File: config.mk
export PLATFORM = sky130hd
export DESIGN_NAME = irq_status_unit
export DESIGN_NICKNAME = d
export VERILOG_FILES = /design/src/rtl/irq_pkg.sv /design/src/rtl/irq_status_reg.sv /design/src/rtl/irq_mask_reg.sv /design/src/rtl/irq_out_gen.sv /design/src/rtl/irq_status_unit.sv
export SDC_FILE = /design/constraint.sdc
export NUM_CORES = 1
export LEC_CHECK = 0
export BUFFER_PORTS_ARGS = -buffer_cell sky130_fd_sc_hd__buf_2
export CAP_MARGIN = 25
export CELL_PAD_IN_SITES_DETAIL_PLACEMENT = 1
export CELL_PAD_IN_SITES_GLOBAL_PLACEMENT = 1
export CORE_ASPECT_RATIO = 1.4
export CORE_MARGIN = 1.5
export CORE_UTILIZATION = 46
export DETAILED_ROUTE_END_ITERATION = 8
export GPL_ROUTABILITY_DRIVEN = 0
export HOLD_SLACK_MARGIN = 0.02
export PLACE_DENSITY_LB_ADDON = 0.1
export SLEW_MARGIN = 10
export SYNTH_ARGS = -nofsm -noshare
export SYNTH_HDL_FRONTEND = slang
export SYNTH_HIERARCHICAL = 1
export SYNTH_SLANG_ARGS = --single-unit
File: constraint.sdc
create_clock -name clk -period 1.4 [get_ports clk]
set_input_delay 0 -clock clk [delete_from_list [all_inputs] [get_ports clk]]
set_output_delay 0 -clock clk [all_outputs]
set_load 0.05 [all_outputs]
File: src/rtl/irq_pkg.sv
package irq_pkg;
  localparam int ADDR_W = 2;
  localparam logic [ADDR_W-1:0] SEL_STATUS = 2'd0;
  localparam logic [ADDR_W-1:0] SEL_MASK   = 2'd1;
endpackage

File: src/rtl/irq_status_reg.sv
module irq_status_reg #(
  parameter int NUM_BYTES = 4,
  localparam int W = NUM_BYTES * 8
) (
  input  logic         clk,
  input  logic         rst,
  input  logic [W-1:0] evt,
  input  logic         snap_take,
  input  logic         clr_req,
  output logic [W-1:0] status,
  output logic         armed,
  output logic         clr_fire
);
  logic [W-1:0] snap;
  logic [W-1:0] clr_vec;

  always_comb begin
    clr_fire = clr_req & armed;
    clr_vec  = clr_fire ? snap : '0;
  end

  always_ff @(posedge clk) begin
    if (rst) begin
      status <= '0;
      snap   <= '0;
      armed  <= 1'b0;
    end else begin
      status <= (status & ~clr_vec) | evt;
      if (snap_take) begin
        snap  <= status;
        armed <= 1'b1;
      end else if (clr_req) begin
        armed <= 1'b0;
      end
    end
  end

  // an event bit is always set after the edge, clear or not
  p_set_wins_r7: assert property (@(posedge clk) disable iff (rst)
    (|evt) |=> ((status & $past(evt)) == $past(evt)));

  // snapshot bits with no coincident event are gone after a clear
  p_clear_snap_r4: assert property (@(posedge clk) disable iff (rst)
    clr_fire |=> ((status & $past(snap) & ~$past(evt)) == '0));

  // bits outside the snapshot survive a clear
  p_keep_new_r5: assert property (@(posedge clk) disable iff (rst)
    clr_fire |=> ((status & $past(status & ~snap)) == $past(status & ~snap)));
endmodule

File: src/rtl/irq_mask_reg.sv
module irq_mask_reg #(
  parameter int NUM_BYTES = 4,
  localparam int W = NUM_BYTES * 8,
  localparam int LANE_W = (NUM_BYTES > 1) ? $clog2(NUM_BYTES) : 1
) (
  input  logic              clk,
  input  logic              rst,
  input  logic              wr_en,
  input  logic [LANE_W-1:0] lane,
  input  logic [7:0]        wr_data,
  output logic [W-1:0]      mask
);
  for (genvar g = 0; g < NUM_BYTES; g++) begin : g_lane
    always_ff @(posedge clk) begin
      if (rst)
        mask[g*8 +: 8] <= 8'h00;
      else if (wr_en && lane == LANE_W'(g))
        mask[g*8 +: 8] <= wr_data;
    end
  end
endmodule

File: src/rtl/irq_out_gen.sv
module irq_out_gen #(
  parameter int QUIET = 2,
  localparam int CW = $clog2(QUIET + 1)
) (
  input  logic clk,
  input  logic rst,
  input  logic pend,
  input  logic clr_fire,
  output logic irq_n
);
  logic [CW-1:0] quiet_cnt;

  always_ff @(posedge clk) begin
    if (rst) begin
      quiet_cnt <= '0;
      irq_n     <= 1'b1;
    end else if (clr_fire) begin
      quiet_cnt <= CW'(QUIET - 1);
      irq_n     <= 1'b1;
    end else if (quiet_cnt != '0) begin
      quiet_cnt <= quiet_cnt - 1'b1;
      irq_n     <= 1'b1;
    end else begin
      irq_n     <= ~pend;
    end
  end

  // line inactive in the cycle after a clear
  p_quiet_first_r9: assert property (@(posedge clk) disable iff (rst)
    clr_fire |=> irq_n);

  if (QUIET >= 2) begin : g_quiet2
    // and still inactive one cycle later
    p_quiet_second_r9: assert property (@(posedge clk) disable iff (rst)
      clr_fire |=> ##1 irq_n);
  end

  // pending request outside the window drives the line low
  p_assert_r8: assert property (@(posedge clk) disable iff (rst)
    (pend && !clr_fire && quiet_cnt == '0) |=> !irq_n);
endmodule

File: src/rtl/irq_status_unit.sv
module irq_status_unit
  import irq_pkg::*;
#(
  parameter int NUM_BYTES = 4,
  parameter int QUIET = 2,
  localparam int W = NUM_BYTES * 8,
  localparam int LANE_W = (NUM_BYTES > 1) ? $clog2(NUM_BYTES) : 1
) (
  input  logic              clk,
  input  logic              rst,
  input  logic [W-1:0]      evt,
  input  logic [ADDR_W-1:0] bus_addr,
  input  logic [LANE_W-1:0] bus_lane,
  input  logic              bus_rd,
  input  logic              bus_wr,
  input  logic [7:0]        wr_data,
  output logic [7:0]        rd_data,
  output logic              irq_n
);
  logic [W-1:0] status;
  logic [W-1:0] mask;
  logic         armed;
  logic         clr_fire;
  logic         rd_status;
  logic         snap_take;
  logic         clr_req;
  logic         mask_wr;
  logic         pend;
  logic [7:0]   rd_next;

  always_comb begin
    rd_status = bus_rd && (bus_addr == SEL_STATUS);
    snap_take = rd_status && (bus_lane == '0);
    clr_req   = rd_status && (bus_lane == LANE_W'(NUM_BYTES - 1));
    mask_wr   = bus_wr && (bus_addr == SEL_MASK);
    pend      = |(status & mask);
  end

  irq_status_reg #(.NUM_BYTES(NUM_BYTES)) u_status (
    .clk(clk), .rst(rst), .evt(evt),
    .snap_take(snap_take), .clr_req(clr_req),
    .status(status), .armed(armed), .clr_fire(clr_fire)
  );

  irq_mask_reg #(.NUM_BYTES(NUM_BYTES)) u_mask (
    .clk(clk), .rst(rst), .wr_en(mask_wr), .lane(bus_lane),
    .wr_data(wr_data), .mask(mask)
  );

  irq_out_gen #(.QUIET(QUIET)) u_out (
    .clk(clk), .rst(rst), .pend(pend), .clr_fire(clr_fire), .irq_n(irq_n)
  );

  always_comb begin
    rd_next = 8'h00;
    if (bus_addr == SEL_STATUS)
      rd_next = status[int'(bus_lane)*8 +: 8];
    else if (bus_addr == SEL_MASK)
      rd_next = mask[int'(bus_lane)*8 +: 8];
  end

  always_ff @(posedge clk) begin
    if (rst)
      rd_data <= 8'h00;
    else if (bus_rd)
      rd_data <= rd_next;
  end

  // a last-lane read with no armed snapshot removes no bit
  p_unarmed_r6: assert property (@(posedge clk) disable iff (rst)
    (clr_req && !armed) |=> ((status & $past(status)) == $past(status)));

  // the line can only be low if a masked bit was pending
  p_gate_r11: assert property (@(posedge clk) disable iff (rst)
    !irq_n |-> $past(pend));

  // mask changes only through a mask write
  p_mask_hold_r10: assert property (@(posedge clk) disable iff (rst)
    !$past(mask_wr) |-> $stable(mask));
endmodule

==> impl_metrics.py, run 1 <==
metrics = {
    "grt": {
        "grt_pass1_vias": 4424,
        "grtUsageTotal": 0.275,
        "grt_pass1_wl_mm": 23.8,
        "antenna_found_initial": 0,
        "overflow": 0,
        "grt_max_degree": 63,
    },
    "power_and_ir_drop": {
        "power_density_nw_per_um2": 1060,
        "ir_drop_uv": 697,
        "leakagePower_nw": 2.78,
        "pwr-share-seq": 0.487,
        "switching_share": 0.271,
        "fin_total_pwr_w": 0.00678,
        "clkPwrFrac": 0.377,
        "p_int_w": 0.00494,
        "p_comb_frac": 0.136,
        "p_switching_w": 0.00184,
    },
    "timing": {
        "tightestPinTransition_ns": 0.647,
        "finalSetupViolCount": 1,
        "rsz0062_at_grt": "no",
        "final-hold-violation-count": 0,
        "slew_viol_final": 0,
        "max_freq_mhz": 708,
        "period_share": 1.01,
        "period_minus_slack_ns": 1.41,
        "finalClockSkew_ns": 0.00858,
        "slew_headroom": 0.568,
        "worst_slack_ns": -0.0122,
    },
    "yosys": {
        "syn_area_um2": 4950,
        "yosysWarnings": 6,
        "synth_top_family_by_area": "multiplexers",
        "synthXorXnorAreaFrac": 0.00177,
        "ys_top_cells_by_area": "dfxtp_1, mux2i_1, a311oi_2, nand2b_1, nor2_1",
        "synth_compound_area_frac": 0.140,
        "synth_commonest_cells": "dfxtp_1, nor2_1, mux2i_1, nand2b_1, inv_1",
        "synth_most_common_cell": "dfxtp_1",
        "synth_nets": 515,
        "synthDistinctLibCells": 37,
        "synth_fa_ha_area_frac": 0.00253,
        "synth-seq-area-share": 0.437,
        "syn_inst": 466,
        "avgSynthCellArea_um2": 10.6,
        "yosysTopAreaCellShare": 0.437,
        "yosys.area_share.simple": 0.147,
        "synth_edf_count": 0,
        "synth-main-ff-cell": "dfxtp_1",
        "ys_ff_latch": 108,
        "synth.mux.area_fraction": 0.207,
        "synth_area_leader_cell": "dfxtp_1",
        "async_reset_ff_frac": 0,
    },
    "floorplan": {
        "io_pins": 57,
        "start_util": 0.476,
        "core-area_um2": 10400,
        "die_x_um": 90.7,
        "die_area_um2": 11400,
        "rows": 44,
        "chipHeight_um": 126,
    },
    "status": {
        "status": "complete, but fails checks",
        "failed_checks": "setup timing",
    },
    "hold_path": {
        "hold_end": "u_mask/mask[27]",
        "holdCritPathClass": "in -> reg",
        "hold_start": "wr_data[3]",
        "hold_depth": 3,
    },
    "finish": {
        "drive_gt1_frac": 0.307,
        "fillers": 1143,
        "antenna_cells": 0,
        "nNetsFinal": 649,
        "regArea_um2": 2160,
        "syn2layout_area_growth_pct": 29.5,
        "multi_input_area_um2": 2500,
        "final_core_util": 0.616,
    },
    "clock_tree": {
        "cts_root_buf": "clkbuf_16",
        "clock-sinks": 108,
        "cts_setup_buffers": 0,
        "cts_max_path_buffers": 2,
        "clock_latency_ns": 0.36,
        "cts_made_buffers": 9,
        "ctsHtreeMaxLevel": 3,
        "cts_tree": "yes",
        "clk_pin_slew_worst_paths_ns": 0.07,
    },
    "drt": {
        "wirelength_mm": 15.2,
        "ant_nets": 0,
        "wl_per_cell_um": 20.4,
        "viasPerCell": 5.49,
        "firstDrtPassIters": 4,
        "drc": 0,
        "vias": 4077,
        "drt_iter0_drc": 154,
    },
    "placement": {
        "dp_hpwl_mm": 11.0,
        "dp_worst_setup_slack_ns": -0.0537,
        "port-buffer-count": 56,
    },
    "setup_path": {
        "r2r_setup_slack_ns": -0.01,
        "required_ns": 1.64,
        "cp-start-kind": "flip-flop",
        "end_kind": "flip-flop",
        "ff2ff_path_depth": 4,
        "path_class": "reg -> reg",
        "regToRegStartpoint": "u_mask/mask[10]",
        "reg2reg_to": "rd_data[2]",
        "path_max_fanout": 2,
        "arrival_ns": 1.66,
    },
    "flow_run": {
        "drv_cap": 0,
    },
}
-- worst max path at each step --
| stage | from | to | slack (ns) | cells past startpoint |
|---|---|---|---|---|
| floorplan | bus_lane[1] | u_status/snap[11] | 0.13 | 7 |
| global placement | bus_lane[0] | u_status/status[29] | -0.05 | 6 |
| detailed placement | bus_lane[0] | u_status/status[29] | -0.05 | 6 |
| CTS | u_status/status[12] | rd_data[4] | 0.03 | 4 |
| global route | u_status/status[2] | rd_data[2] | 0.006 | 3 |
| finish | u_mask/mask[10] | rd_data[2] | -0.01 | 4 |
-- per-stage QoR --
| stage | cells | hold slack [ns] | setup TNS [ns] | instance area [um2] |
|---|---|---|---|---|
| finish | 743 | 0.0427 | -0.0122 | 6410 |
| detailed placement | 692 | 0.285 | -0.943 | 5740 |
| CTS | 743 | 0.0331 | 0 | 6390 |
| floorplan | 466 | 0.0691 | 0 | 4950 |
| global placement | 692 | 0.281 | -0.225 | 5740 |
| global route | 743 | 0.0521 | 0 | 6410 |
-- metal layers --
metal  vias up  global-route usage  wire length [um]
met5         -                   0                 0
met4         0               0.135               556
met3        31              0.0344               518
met2       102               0.508              8100
met1      2034               0.306              5980
li1       1910                   -                 -
-- flip-flops by register name (all words and copies together) (netlist names) --
signal / flops
u_out/quiet_cnt: 2
u_status/snap: 32
u_mask/mask: 32
u_status/armed: 1
u_status/status: 32
u_out/irq_n: 1
rd_data: 8
-- cell type report --
cell class / instances / area share
tap: 138 / 0.0269
sequential: 108 / 0.337
multi-input combinational: 295 / 0.389
timing repair buffer: 150 / 0.180
inverter: 36 / 0.0211
clock buffer: 10 / 0.0373
clock inverter: 6 / 0.00878
-- placed cells by master (no fill, tap or decap), types with 3 or more instances in the layout --
master / count
clkbuf_16: 9
a311oi_1: 3
nand2b_1: 42
a311oi_2: 29
mux4_1: 5
o22ai_1: 4
mux2_2: 8
buf_12: 6
mux2i_1: 64
a22oi_1: 14
o31ai_1: 4
mux4_2: 7
a22oi_2: 6
inv_1: 36
nor2_1: 70
nand4_1: 4
buf_2: 55
dlygate4sd3_1: 35
dfxtp_1: 108
buf_4: 54
nand2_1: 14
-- worst max-delay path, stage by stage, from the launching register on --
cell	delay, ns
dfxtp_1	0.33
buf_4	0.13
mux4_1	0.51
a22oi_1	0.26
nand2_1	0.08
-- power by group through the flow --
stage / Clock (W) / Combinational, W / Sequential, W
6_report: 0.00256 / 0.000920 / 0.00331
5_1_grt: 0.00273 / 0.000989 / 0.00331
4_1_cts: 0.00258 / 0.000914 / 0.00330
3_5_place_dp: 0 / 0.000831 / 0.00337
3_3_place_gp: 0 / 0.000799 / 0.00336
2_1_floorplan: 0 / 0.000465 / 0.00337
-- timing repair --
item | CTS | global route
setup endpoints to repair | 0 | 3
endpoints found under the hold margin | 39 | 0
hold buffers | 35 | 0
gates resized for setup | 0 | 7
-- logic make-up after synthesis --
| family | count (synthesis) |
|---|---|
| simple gates | 146 |
| flops | 108 |
| mux | 84 |
| compound gates | 63 |
| buf+inv | 63 |
| xor+xnor | 1 |
| fa+ha+maj | 1 |
No activity file was read; power rests on OpenSTA's default activity.
==> inputs of run 2 (changes only) <==
--- a/config.mk
+++ b/config.mk
@@ -13,7 +13,6 @@
 export CORE_MARGIN = 1.5
 export CORE_UTILIZATION = 46
 export DETAILED_ROUTE_END_ITERATION = 8
-export GPL_ROUTABILITY_DRIVEN = 0
 export HOLD_SLACK_MARGIN = 0.02
 export PLACE_DENSITY_LB_ADDON = 0.1
 export SLEW_MARGIN = 10
==> constraint.sdc (replaced) <==
create_clock -name clk -period 1.4 [get_ports clk]
set_input_delay 0.28 -clock clk [delete_from_list [all_inputs] [get_ports clk]]
set_output_delay 0.28 -clock clk [all_outputs]
set_load 0.05 [all_outputs]
==> run 2 against run 1 <==
Compared with the run above:
- the flow still finishes with violations (setup timing)
- routed wire length increased by 2.8%
- sequential cell count is the same
- non-clock buffer count fell by 19
- via count down 1.1%
- critical endpoint is now u_out/irq_n
- design area down 2.8%
- clock power decreased by 7%
- combinational power barely moved
==> impl_metrics.py, run 2 (same netlist as run 1, synthesis figures left out) <==
metrics = {
    "clock_tree": {
        "cts_root_buf": "clkbuf_16",
        "clk_pin_slew_worst_paths_ns": 0.07,
        "cts_max_path_buffers": 2,
        "clock_latency_ns": 0.35,
        "cts_made_buffers": 9,
        "clock-sinks": 108,
        "ctsHtreeMaxLevel": 3,
        "hold_buffers": 0,
        "cts_tree": "yes",
    },
    "status": {
        "status": "complete, but fails checks",
        "failed_checks": "setup timing",
    },
    "setup_path": {
        "ff2ff_path_depth": 4,
        "reg2reg_to": "u_out/irq_n",
        "arrival_ns": 1.73,
        "path_class": "reg -> reg",
        "cp-start-kind": "flip-flop",
        "regToRegStartpoint": "u_status/status[28]",
        "path_max_fanout": 3,
        "end_kind": "flip-flop",
        "r2r_setup_slack_ns": -0.04,
        "required_ns": 1.69,
    },
    "timing": {
        "finalSetupViolCount": 1,
        "final-hold-violation-count": 0,
        "setup_tns_ns": -0.0430,
        "slew_headroom": 0.675,
        "holdWs_ns": 0.207,
        "worst_slack_ns": -0.0430,
        "rsz0062_at_grt": "yes",
        "tightestPinTransition_ns": 0.488,
        "slew_viol_final": 0,
        "period_share": 1.03,
        "max_freq_mhz": 693,
        "finalClockSkew_ns": 0.00538,
        "period_minus_slack_ns": 1.44,
    },
    "drt": {
        "vias": 4033,
        "wirelength_mm": 15.6,
        "firstDrtPassIters": 4,
        "drt_iter0_drc": 190,
        "drc": 0,
        "wl_per_cell_um": 21.6,
        "ant_nets": 0,
        "viasPerCell": 5.59,
    },
    "power_and_ir_drop": {
        "fin_total_pwr_w": 0.00660,
        "leakagePower_nw": 2.71,
        "ir_drop_uv": 633,
        "power_density_nw_per_um2": 1060,
    },
    "grt": {
        "grt_max_degree": 55,
        "overflow": 0,
        "grt_pass1_vias": 4265,
        "grt_pass1_wl_mm": 23.0,
        "antenna_found_initial": 0,
        "grtUsageTotal": 0.266,
    },
    "floorplan": {
        "io_pins": 57,
        "die_x_um": 90.7,
        "chipHeight_um": 126,
        "start_util": 0.476,
        "rows": 44,
        "core-area_um2": 10400,
        "die_area_um2": 11400,
    },
    "finish": {
        "multi_input_area_um2": 2550,
        "largestRegisters": "u_mask/mask (32), u_status/snap (32), u_status/status (32)",
        "fillers": 1156,
        "antenna_cells": 0,
        "drive_gt1_frac": 0.360,
        "final-instance-count-excl-fill": 721,
        "nNetsFinal": 630,
        "syn2layout_area_growth_pct": 25.9,
        "regArea_um2": 2160,
        "final_cell_mix": "dfxtp_1, nor2_1, buf_4",
        "mostFrequentLayoutCell": "dfxtp_1",
    },
    "hold_path": {
        "holdCritPathClass": "in -> reg",
        "hold_depth": 3,
        "hold_start": "evt[19]",
        "hold_end": "u_status/status[19]",
    },
    "placement": {
        "gp_congestion": 0.930,
        "placedCellCount": 702,
        "dp_hpwl_mm": 11.0,
        "port-buffer-count": 56,
    },
    "flow_run": {
        "drv_cap": 0,
    },
}
[run 2: cell types whose count changed in the layout (fill, tap and decap cells not counted), moves of 2 or more]
| cell | before | now |
|---|---|---|
| buf_4 | 54 | 68 |
| dlygate4sd3_1 | 35 | 0 |
| inv_8 | 2 | 0 |
| buf_8 | 0 | 2 |
| a22oi_2 | 6 | 8 |
| dfxtp_1 | 108 | 106 |
| dfxtp_2 | 0 | 2 |
| a22oi_1 | 14 | 12 |
| clkinv_4 | 2 | 0 |
[run 2: worst max-delay path: stages, from the launching register on]
cell,delay [ns]
dfxtp_1,0.40
a22oi_2,0.24
nand4_1,0.14
or4_4,0.52
nand3_2,0.08
[run 2: cell type report]
cell class	count	share of cell area
clock buffers	11	0.0405
clock inverters	2	0.00201
inverters	36	0.0217
multi-input cells	295	0.409
flip-flops and latches	108	0.347
well taps	138	0.0277
repair buffers	131	0.152
[run 2: power breakdown]
part	switching, W	leakage [nW]	internal [W]
registers	0.000110	0.883	0.00319
logic	0.000480	1.70	0.000440
clock network	0.00110	0.129	0.00127
total	0.00169	2.71	0.00490
[run 2: how the worst max path moves through the flow]
| stage | start | cells past startpoint | endpoint | slack, ns |
|---|---|---|---|---|
| 3_5_place_dp | bus_lane[0] | 6 | u_status/status[11] | -0.43 |
| 6_report | u_status/status[28] | 4 | u_out/irq_n | -0.04 |
| 3_3_place_gp | bus_lane[0] | 6 | u_status/status[13] | -0.42 |
| 2_1_floorplan | bus_lane[1] | 7 | u_status/snap[11] | -0.05 |
| 4_1_cts | u_mask/mask[12] | 4 | u_out/irq_n | -0.05 |
| 5_1_grt | u_status/status[12] | 4 | u_out/irq_n | -0.05 |
[run 2: repair_timing]
action / in CTS / in global routing
gates resized for setup: 6 / 17
endpoints found under the setup margin: 36 / 19
gates cloned: 0 / 3
pin swaps: 0 / 6
setup buffers: 0 / 3
[run 2: per-layer routing]
| metal | global-route usage | vias to the layer above | routed length, um |
|---|---|---|---|
| met5 | 0 | - | 0 |
| met4 | 0.132 | 0 | 790 |
| met3 | 0.0320 | 43 | 502 |
| met2 | 0.487 | 113 | 8180 |
| met1 | 0.301 | 1994 | 6110 |
| li1 | - | 1883 | - |
[run 2: per-stage QoR]
step                      setup WS [ns]   util  instance area (um2)
after floorplan                 -0.0483      -                 5020
after global placement           -0.419  0.561                 5840
after detailed placement         -0.427  0.561                 5840
after CTS                       -0.0476  0.589                 6120
after global routing            -0.0469  0.599                 6230
final                           -0.0430  0.599                 6230
